==> src/rtl/sol_pkg.sv <==
package sol_pkg;
  typedef enum logic [1:0] {
    ST_IDLE  = 2'd0,
    ST_START = 2'd1,
    ST_PEAK  = 2'd2,
    ST_HOLD  = 2'd3
  } sol_state_e;
endpackage

==> src/rtl/sol_timebase.sv <==
module sol_timebase #(
  parameter int PERIOD_CYC = 2500,
  localparam int PHASE_W = $clog2(PERIOD_CYC)
) (
  input  logic               clk_i,
  input  logic               rst_ni,
  input  logic               run_i,
  output logic [PHASE_W-1:0] phase_o,
  output logic [PHASE_W-1:0] phase_d_o,
  output logic               wrap_o
);
  logic [PHASE_W-1:0] phase_q;

  assign wrap_o = (phase_q == PHASE_W'(PERIOD_CYC - 1));

  always_comb begin
    if (!run_i)      phase_d_o = '0;
    else if (wrap_o) phase_d_o = '0;
    else             phase_d_o = phase_q + 1'b1;
  end

  always_ff @(posedge clk_i or negedge rst_ni) begin
    if (!rst_ni) phase_q <= '0;
    else         phase_q <= phase_d_o;
  end

  assign phase_o = phase_q;
endmodule

==> src/rtl/sol_sequencer.sv <==
module sol_sequencer
  import sol_pkg::*;
#(
  parameter int STARTUP_PERIODS = 1,
  parameter int KEEP_PERIODS    = 2000,
  localparam int CNT_MAX = (STARTUP_PERIODS > KEEP_PERIODS) ? STARTUP_PERIODS : KEEP_PERIODS,
  localparam int CNT_W   = $clog2(CNT_MAX + 1)
) (
  input  logic       clk_i,
  input  logic       rst_ni,
  input  logic       en_i,
  input  logic       wrap_i,
  output sol_state_e state_o,
  output sol_state_e state_d_o
);
  sol_state_e       state_q;
  logic [CNT_W-1:0] cnt_q, cnt_d;

  always_comb begin
    state_d_o = state_q;
    cnt_d     = cnt_q;
    if (!en_i) begin
      state_d_o = ST_IDLE;
      cnt_d     = '0;
    end else begin
      unique case (state_q)
        ST_IDLE: begin
          state_d_o = ST_START;
          cnt_d     = '0;
        end
        ST_START: if (wrap_i) begin
          if (cnt_q == CNT_W'(STARTUP_PERIODS - 1)) begin
            state_d_o = ST_PEAK;
            cnt_d     = '0;
          end else begin
            cnt_d = cnt_q + 1'b1;
          end
        end
        ST_PEAK: if (wrap_i) begin
          if (cnt_q == CNT_W'(KEEP_PERIODS - 1)) begin
            state_d_o = ST_HOLD;
            cnt_d     = '0;
          end else begin
            cnt_d = cnt_q + 1'b1;
          end
        end
        default: ;
      endcase
    end
  end

  always_ff @(posedge clk_i or negedge rst_ni) begin
    if (!rst_ni) begin
      state_q <= ST_IDLE;
      cnt_q   <= '0;
    end else begin
      state_q <= state_d_o;
      cnt_q   <= cnt_d;
    end
  end

  assign state_o = state_q;
endmodule

==> src/rtl/sol_fault_gate.sv <==
module sol_fault_gate #(
  parameter int TEMP_W  = 8,
  parameter int TSD_ON  = 160,
  parameter int TSD_OFF = 140
) (
  input  logic              clk_i,
  input  logic              rst_ni,
  input  logic              uvlo_i,
  input  logic [TEMP_W-1:0] temp_i,
  output logic              fault_d_o,
  output logic              fault_q_o
);
  logic tsd_q, tsd_d, uv_q;

  // hysteresis: hold last value between thresholds
  always_comb begin
    tsd_d = tsd_q;
    if (temp_i >= TEMP_W'(TSD_ON))      tsd_d = 1'b1;
    else if (temp_i < TEMP_W'(TSD_OFF)) tsd_d = 1'b0;
  end

  assign fault_d_o = uvlo_i | tsd_d;

  always_ff @(posedge clk_i or negedge rst_ni) begin
    if (!rst_ni) begin
      tsd_q <= 1'b0;
      uv_q  <= 1'b0;
    end else begin
      tsd_q <= tsd_d;
      uv_q  <= uvlo_i;
    end
  end

  assign fault_q_o = uv_q | tsd_q;
endmodule

==> src/rtl/sol_gate_ctrl.sv <==
module sol_gate_ctrl #(
  parameter int CUR_W   = 12,
  parameter int PHASE_W = 12,
  parameter int MIN_ON  = 188
) (
  input  logic               clk_i,
  input  logic               rst_ni,
  input  logic               run_i,
  input  logic               block_i,
  input  logic               start_i,
  input  logic [PHASE_W-1:0] phase_d_i,
  input  logic [CUR_W-1:0]   isense_i,
  input  logic [CUR_W-1:0]   ref_i,
  output logic               gate_o
);
  logic gate_q, gate_d;

  always_comb begin
    gate_d = gate_q;
    if (!run_i || block_i)
      gate_d = 1'b0;
    else if (start_i)
      gate_d = 1'b1;
    else if (phase_d_i >= PHASE_W'(MIN_ON) && isense_i > ref_i)
      gate_d = 1'b0;
  end

  always_ff @(posedge clk_i or negedge rst_ni) begin
    if (!rst_ni) gate_q <= 1'b0;
    else         gate_q <= gate_d;
  end

  assign gate_o = gate_q;
endmodule

==> src/rtl/solenoid_pwm_ctrl.sv <==
module solenoid_pwm_ctrl
  import sol_pkg::*;
#(
  parameter int PERIOD_CYC      = 2500,
  parameter int STARTUP_PERIODS = 1,
  parameter int KEEP_PERIODS    = 2000,
  parameter int CUR_W           = 12,
  parameter int PEAK_REF        = 300,
  parameter int HOLD_REF        = PEAK_REF / 6,
  parameter int TEMP_W          = 8,
  parameter int TSD_ON          = 160,
  parameter int TSD_OFF         = 140,
  localparam int PHASE_W    = $clog2(PERIOD_CYC),
  localparam int MIN_ON_CYC = (PERIOD_CYC * 75 + 999) / 1000
) (
  input  logic              clk_i,
  input  logic              rst_ni,
  input  logic              en_i,
  input  logic [CUR_W-1:0]  isense_i,
  input  logic              uvlo_i,
  input  logic [TEMP_W-1:0] temp_i,
  output logic              gate_o,
  output logic [1:0]        state_o,
  output logic              status_pd_o
);
  sol_state_e         state_q, state_d;
  logic [PHASE_W-1:0] phase_q, phase_d;
  logic               wrap;
  logic               fault_d, fault_q;
  logic               gate_q;
  logic [CUR_W-1:0]   ref_lvl;

  sol_timebase #(.PERIOD_CYC(PERIOD_CYC)) u_tb (
    .clk_i    (clk_i),
    .rst_ni   (rst_ni),
    .run_i    (en_i && state_q != ST_IDLE),
    .phase_o  (phase_q),
    .phase_d_o(phase_d),
    .wrap_o   (wrap)
  );

  sol_sequencer #(
    .STARTUP_PERIODS(STARTUP_PERIODS),
    .KEEP_PERIODS   (KEEP_PERIODS)
  ) u_seq (
    .clk_i    (clk_i),
    .rst_ni   (rst_ni),
    .en_i     (en_i),
    .wrap_i   (wrap),
    .state_o  (state_q),
    .state_d_o(state_d)
  );

  sol_fault_gate #(
    .TEMP_W (TEMP_W),
    .TSD_ON (TSD_ON),
    .TSD_OFF(TSD_OFF)
  ) u_flt (
    .clk_i    (clk_i),
    .rst_ni   (rst_ni),
    .uvlo_i   (uvlo_i),
    .temp_i   (temp_i),
    .fault_d_o(fault_d),
    .fault_q_o(fault_q)
  );

  assign ref_lvl = (state_q == ST_HOLD) ? CUR_W'(HOLD_REF) : CUR_W'(PEAK_REF);

  sol_gate_ctrl #(
    .CUR_W  (CUR_W),
    .PHASE_W(PHASE_W),
    .MIN_ON (MIN_ON_CYC)
  ) u_gate (
    .clk_i    (clk_i),
    .rst_ni   (rst_ni),
    .run_i    (en_i && (state_d == ST_PEAK || state_d == ST_HOLD)),
    .block_i  (fault_d),
    .start_i  (phase_d == '0),
    .phase_d_i(phase_d),
    .isense_i (isense_i),
    .ref_i    (ref_lvl),
    .gate_o   (gate_q)
  );

  // enable low kills the gate without waiting for a clock
  assign gate_o      = gate_q & en_i;
  assign state_o     = state_q;
  assign status_pd_o = ~fault_q;
endmodule

==> config.mk <==
export PLATFORM = sky130hd
export DESIGN_NAME = solenoid_pwm_ctrl
export DESIGN_NICKNAME = d
export VERILOG_FILES = /design/src/rtl/sol_pkg.sv /design/src/rtl/sol_timebase.sv /design/src/rtl/sol_sequencer.sv /design/src/rtl/sol_fault_gate.sv /design/src/rtl/sol_gate_ctrl.sv /design/src/rtl/solenoid_pwm_ctrl.sv
export SDC_FILE = /design/constraint.sdc
export NUM_CORES = 1
export LEC_CHECK = 0
export ABC_AREA = 0
export BUFFER_PORTS_ARGS = -buffer_cell sky130_fd_sc_hd__buf_2
export CORE_MARGIN = 1
export CORE_UTILIZATION = 45
export DETAILED_ROUTE_END_ITERATION = 12
export GPL_TIMING_DRIVEN = 1
export HOLD_SLACK_MARGIN = 0.05
export PLACE_DENSITY = 0.72
export SLEW_MARGIN = 10
export SYNTH_ARGS = -nofsm -noshare
export SYNTH_HDL_FRONTEND = slang
export SYNTH_SLANG_ARGS = --single-unit
export TNS_END_PERCENT = 30
==> constraint.sdc <==
create_clock -name clk_i -period 2.7 [get_ports clk_i]
set_input_delay 0 -clock clk_i [delete_from_list [all_inputs] [get_ports clk_i]]
set_output_delay 0 -clock clk_i [all_outputs]
set_load 0.01 [all_outputs]
==> results of run 1 <==
state kept, by name, indices dropped and copies added, names as in the netlist:
name / count
u_seq.cnt_q: 11
u_flt.tsd_q: 1
u_flt.uv_q: 1
u_tb.phase_o: 12
u_seq.state_o: 2
u_gate.gate_o: 1
worst max-delay path by stage:
| stage | start | end | slack (ns) | cells after the start |
|---|---|---|---|---|
| after floorplan | u_tb.phase_o[0] | u_seq.cnt_q[6] | 0.76 | 9 |
| after global placement | u_tb.phase_o[0] | u_seq.cnt_q[6] | 0.56 | 7 |
| after detailed placement | u_tb.phase_o[0] | u_seq.cnt_q[10] | 0.50 | 6 |
| after CTS | u_tb.phase_o[0] | u_seq.cnt_q[10] | 0.50 | 6 |
| after global routing | u_tb.phase_o[0] | u_seq.cnt_q[10] | 0.32 | 6 |
| final | u_tb.phase_o[0] | u_seq.cnt_q[10] | 0.52 | 6 |
Yosys cell counts (all sizes together) (2+ instances only):
master / count
nand2: 10
buf: 9
and3: 9
a41oi: 2
a31oi: 4
nor2b: 5
nor4b: 2
nand2b: 7
nor3: 5
xnor2: 6
ha: 13
nand4: 5
xor2: 5
o31ai: 5
nor4: 2
a21oi: 6
dfrtp: 28
inv: 12
nor2: 29
nand3: 8
o21ai: 25
and4: 3
and2: 2
layout make-up:
class | count | area, µm² | share of cell area
Tap cell | 50 | 62.6 | 0.0280
Inverter | 12 | 45.0 | 0.0202
Sequential cell | 28 | 701 | 0.314
Clock buffer | 3 | 41.3 | 0.0185
Clock inverter | 1 | 30.0 | 0.0134
Multi-Input combinational cell | 171 | 1140 | 0.509
Timing Repair Buffer | 35 | 218 | 0.0974
cell families after synthesis:
group | synth area share
AOI/OAI and AO/OA | 0.189
xor gates and xnor gates | 0.0495
adders and majority gates | 0.0837
buffers and inverters | 0.0547
DFF | 0.360
and+or+nand+nor | 0.263
report_power, final:
| group | switching [mW] | total [mW] | internal, mW | leakage, nW |
|---|---|---|---|---|
| Clock | 0.130 | 0.329 | 0.198 | 0.0357 |
| Combinational | 0.0397 | 0.0748 | 0.0351 | 0.601 |
| Sequential | 0.00383 | 0.427 | 0.423 | 0.385 |
per-layer routing:
layer,vias to the layer above,share of wire
met2,39,0.49
met3,6,0.041
met4,0,0.0076
li1,853,-
met5,-,0
met1,799,0.46
cells in the final DEF, fill, tap and decap left out, drive strengths merged, types with 2 or more instances in the layout:
master and n:
nand2b 7, nor4 2, o21ai 25, nor2b 5, dfrtp 28, and2 2
xnor2 6, nor2 29, and4 3, a31oi 4, buf 28, nand4 5
a21oi 6, a41oi 2, nand2 10, dlygate4sd3 7, nor4b 2, o31ai 5
and3 9, ha 13, clkbuf 3, inv 12, xor2 5, nand3 8
nor3 5
worst min-delay path, stage by stage:
cell     delay (ns)
buf_2          0.07
o31a_1         0.14
nor2_1         0.05
nand2_1        0.05
a21oi_1        0.03
through the flow:
| step | instance area [µm²] | util | setup slack [ns] | hold slack [ns] |
|---|---|---|---|---|
| 6_report | 2230 | 0.547 | 0.515 | 0.0999 |
| 5_1_grt | 2230 | 0.547 | 0.317 | 0.141 |
| 4_1_cts | 2230 | 0.547 | 0.496 | 0.0978 |
| 3_5_place_dp | 2090 | 0.512 | 0.502 | 0.0558 |
| 3_3_place_gp | 2090 | 0.512 | 0.564 | 0.0571 |
| 2_1_floorplan | 1940 | - | 0.763 | -0.296 |
what timing repair did:
item                      CTS  global route
setup buffers               0             0
hold endpoints to repair   33             0
hold buffers                7             0
==> run metrics, run 1 <==
port bufs 25; Crit-path slowest cell dfrtp_1; status complete, no violations; layout cell share with drive strength beyond 1 0.168; initial antenna violation count 0; Worst Path Required 2.88 ns; Die W 67.7 µm; die height 67.7 µm; DRC 0; vias in the first global route 1535; flop2flop setup slack 0.52 ns; synthesis-stage register bit count 28; met2 usage 0.338; grt total ovfl 0; busiest metal layer after global routing met2; RSZ-0062 raised after global routing false; Distinct cells, synth 50; cts repair resizes 0; Crit path max-delay family simple AND/OR/NAND/NOR gates; worst hold path class in -> reg; CTS tree done; Data arrival, critical path 2.36 ns; drt wl/cell 13.2 µm; setup_tns 0 ns; number of synthesized flops with an enable pin 0; met3 usage 0.0355; peak supply drop 0.301 mV; Worst-Margin Slew 0.628 ns; RePlAce Congestion 0.897; total I/O pin count 28; Post-Route WL 3960 µm; clock latency on the worst-skew pair 0.28 ns; PD cells 372 mW/mm²; clk sinks 28; Hold Violations, Final 0; vias 1697; Initial Util 0.476; post-synthesis cell count 221; area share of the largest cell type after synthesis 0.360; met1 Usage GRT 0.246; Final nets 288; worst-path cell chain ha_1 > and4b_1 > nand3_2 > o211a_1 > or2_1 > o31ai_2; Syn Nets 258; # rows 23; Fill cells 375; Buf/Inv on CP 0; CTS Buffer Depth 2; min cycle time layout 2.18 ns; FFs w/ async S/R, synth 1.00; Crit. End Element flip-flop; clk slew on worst S/H paths 0.10 ns; Post-Synthesis Cell Area 0.00194 mm²; DR pass1 iterations 4; Clock Tree Root clkbuf_8; WS Path Type reg -> reg; Fmax 458 MHz; Main synth FF type dfrtp_1; Max Clock Skew 0.0103 ns; Post-DRT Antenna Nets 0; # diodes 0; largest cells by area after synthesis dfrtp_1 (36%), ha_1 (8.4%), nor2_1 (5.6%); H-tree Lvls 1; Vias per Instance 5.66; hold path depth 5; Hold EP u_gate.gate_o; Final Power 831 µW; P_leak 1.02 nW; R2R Path End u_seq.cnt_q[10]; core area 0.00409 mm²; worst hold start temp_i[6]; FF-to-FF Start u_tb.phase_o[0]; Seq/Total Area, Yosys 0.360; hpwl dp 2910 µm; non-filler cells, final 300; max-cap viol count 0; CP startpoint kind flip-flop; Iteration-0 DRC Markers 132; largest stage delay on the critical path 0.45 ns; Max Slew Vio Count 0; Final setup viols 0; Placed Cells 289; slew margin rel. 0.581; Yosys top cell by area dfrtp_1; GRT Util Overall 0.194; largest net degree at the start of global routing 29; Die Area 0.00459 mm²; Mean Syn Cell Area 8.80 µm²; R2R depth 6; CTS buffer count 3; synth warn 0; first-pass GRT wire length 6770 µm; period utilization 0.809; growth of design area from synthesis to finish 14.9%; Max FO, Critical Path 10
(Power assumes the default switching activity.)
==> run 2, diff against run 1 <==
--- a/config.mk
+++ b/config.mk
@@ -12,7 +12,7 @@
 export DETAILED_ROUTE_END_ITERATION = 12
 export GPL_TIMING_DRIVEN = 1
 export HOLD_SLACK_MARGIN = 0.05
-export PLACE_DENSITY = 0.72
+export PLACE_DENSITY = 0.75
 export SLEW_MARGIN = 10
 export SYNTH_ARGS = -nofsm -noshare
 export SYNTH_HDL_FRONTEND = slang
==> constraint.sdc (replaced) <==
create_clock -name clk_i -period 1.8 [get_ports clk_i]
set_input_delay 0 -clock clk_i [delete_from_list [all_inputs] [get_ports clk_i]]
set_output_delay 0 -clock clk_i [all_outputs]
set_load 0.01 [all_outputs]
==> run metrics, run 2 (synthesis results as in run 1) <==
first-pass GRT wire length 7780 µm; hold path depth 5; growth of design area from synthesis to finish 33.9%; Clock Tree Root clkbuf_8; Die Area 0.00459 mm²; CP startpoint kind flip-flop; Final setup viols 0; Hold EP u_gate.gate_o; vias 1846; RSZ-0062 raised after global routing true; Final nets 323; Max Slew Vio Count 0; sequential power share 0.501; worst hold start temp_i[5]; CTS tree done; Crit path max-delay family simple AND/OR/NAND/NOR gates; period utilization 0.999; layout cell share with drive strength beyond 1 0.333; worst hold path class in -> reg; Largest register FFs 12; Placed Cells 319; DRC 0; initial antenna violation count 0; Crit. End Element flip-flop; H-tree Lvls 1; PD cells 492 mW/mm²; commonest non-fill, non-tap cells in the layout buf_4 (38), nor2_1 (29), buf_2 (25); largest stage delay on the critical path 0.41 ns; Worst Path Required 1.99 ns; CTS Buffer Depth 2; Psw 284 µW; slew margin rel. 0.588; vias in the first global route 1772; GRT Util Overall 0.227; # rows 23; clock latency on the worst-skew pair 0.28 ns; Data arrival, critical path 1.99 ns; R2R depth 7; Gate power share 0.102; hpwl dp 3290 µm; Max FO, Critical Path 6; grt total ovfl 0; most common cell after layout, fill and taps aside buf_4; CTS buffer count 3; Fmax 556 MHz; min cycle time layout 1.80 ns; Initial Util 0.476; sw frac 0.221; Vias per Instance 5.51; clk sinks 28; non-filler cells, final 335; Post-Route WL 4600 µm; # diodes 0; port bufs 25; Max Clock Skew 0.00858 ns; max-cap viol count 0; Worst-Margin Slew 0.618 ns; internal power 998 µW; DR pass1 iterations 4; die height 67.7 µm; flop2flop setup slack 0.002 ns; FF-to-FF Start u_tb.phase_o[1]; P_leak 1.19 nW; worst-path cell chain ha_4 > and4b_1 > nand3_2 > o211a_1 > or2_4 > buf_4 > o31ai_2; RePlAce Congestion 0.873; Crit-path slowest cell dfrtp_1; total I/O pin count 28; Buf/Inv on CP 1; Post-DRT Antenna Nets 0; clk slew on worst S/H paths 0.10 ns; R2R Path End u_seq.cnt_q[10]; Hold Violations, Final 0; Final Hold Slack 0.101 ns; peak supply drop 0.383 mV; Worst path depth 7; WS Path Type reg -> reg; Fill cells 340; Iteration-0 DRC Markers 143; core area 0.00409 mm²; Die W 67.7 µm; largest net degree at the start of global routing 29; share of total power in the clock network 0.397; drt wl/cell 13.7 µm; status complete, no violations
[run 2: cell types whose count changed in the layout (fill, tap and decap cells not counted), sizes merged]
cell | before | now
buf | 28 | 63
[run 2: timing repair]
item / in CTS / in global routing
pin swaps: 2 / 5
hold buffers: 7 / 0
hold endpoints to repair: 33 / 0
endpoints found under the setup margin: 8 / 11
resized for setup: 9 / 17
buffers inserted: 4 / 1
[run 2: worst max-delay path by stage]
stage                           startpoint  slack [ns]               to
after floorplan            u_tb.phase_o[0]       -0.09   u_seq.cnt_q[6]
after global placement    u_seq.state_o[1]       -0.06    u_gate.gate_o
after detailed placement  u_seq.state_o[1]        -0.1    u_gate.gate_o
after CTS                 u_seq.state_o[1]       -0.02    u_gate.gate_o
after global routing       u_tb.phase_o[1]       -0.11  u_seq.cnt_q[10]
final                      u_tb.phase_o[1]       0.002  u_seq.cnt_q[10]
[run 2: cell type report]
| cell class | instances | area [µm²] | area share |
|---|---|---|---|
| inverters | 12 | 45.0 | 0.0173 |
| multi-input cells | 171 | 1240 | 0.476 |
| well taps | 50 | 62.6 | 0.0240 |
| clock inverters | 1 | 30.0 | 0.0115 |
| clock buffers | 3 | 41.3 | 0.0159 |
| repair buffers | 70 | 480 | 0.185 |
| flip-flops and latches | 28 | 706 | 0.271 |
[run 2: metal layers]
layer  track usage  share of wire
met1         0.263           0.45
met2         0.415           0.51
met3        0.0456          0.033
met4        0.0665          0.013
met5             0              0
[run 2: worst min-delay path, stage by stage]
cell	delay, ns
buf_2	0.08
o31a_1	0.15
nor2_1	0.05
nand2_1	0.05
a21oi_1	0.03
[run 2: through the flow]
step                       util  setup TNS (ns)  power [mW]  area (µm²)  worst slack, ns
after CTS                 0.619         -0.0279        1.28        2530          -0.0241
final                     0.637               0        1.28        2600          0.00205
after detailed placement  0.568          -0.330       0.764        2320          -0.0987
after global routing      0.637          -0.528        1.34        2600           -0.106
after floorplan               -          -0.278       0.701        1950          -0.0894
after global placement    0.568         -0.0573       0.762        2320          -0.0573
[run 2: power by group through the flow]
stage	sequential (mW)	clock, mW	combinational (mW)
after floorplan	0.653	0	0.0477
after global placement	0.651	0	0.111
after detailed placement	0.651	0	0.113
after CTS	0.640	0.520	0.125
after global routing	0.644	0.553	0.147
final	0.643	0.509	0.131
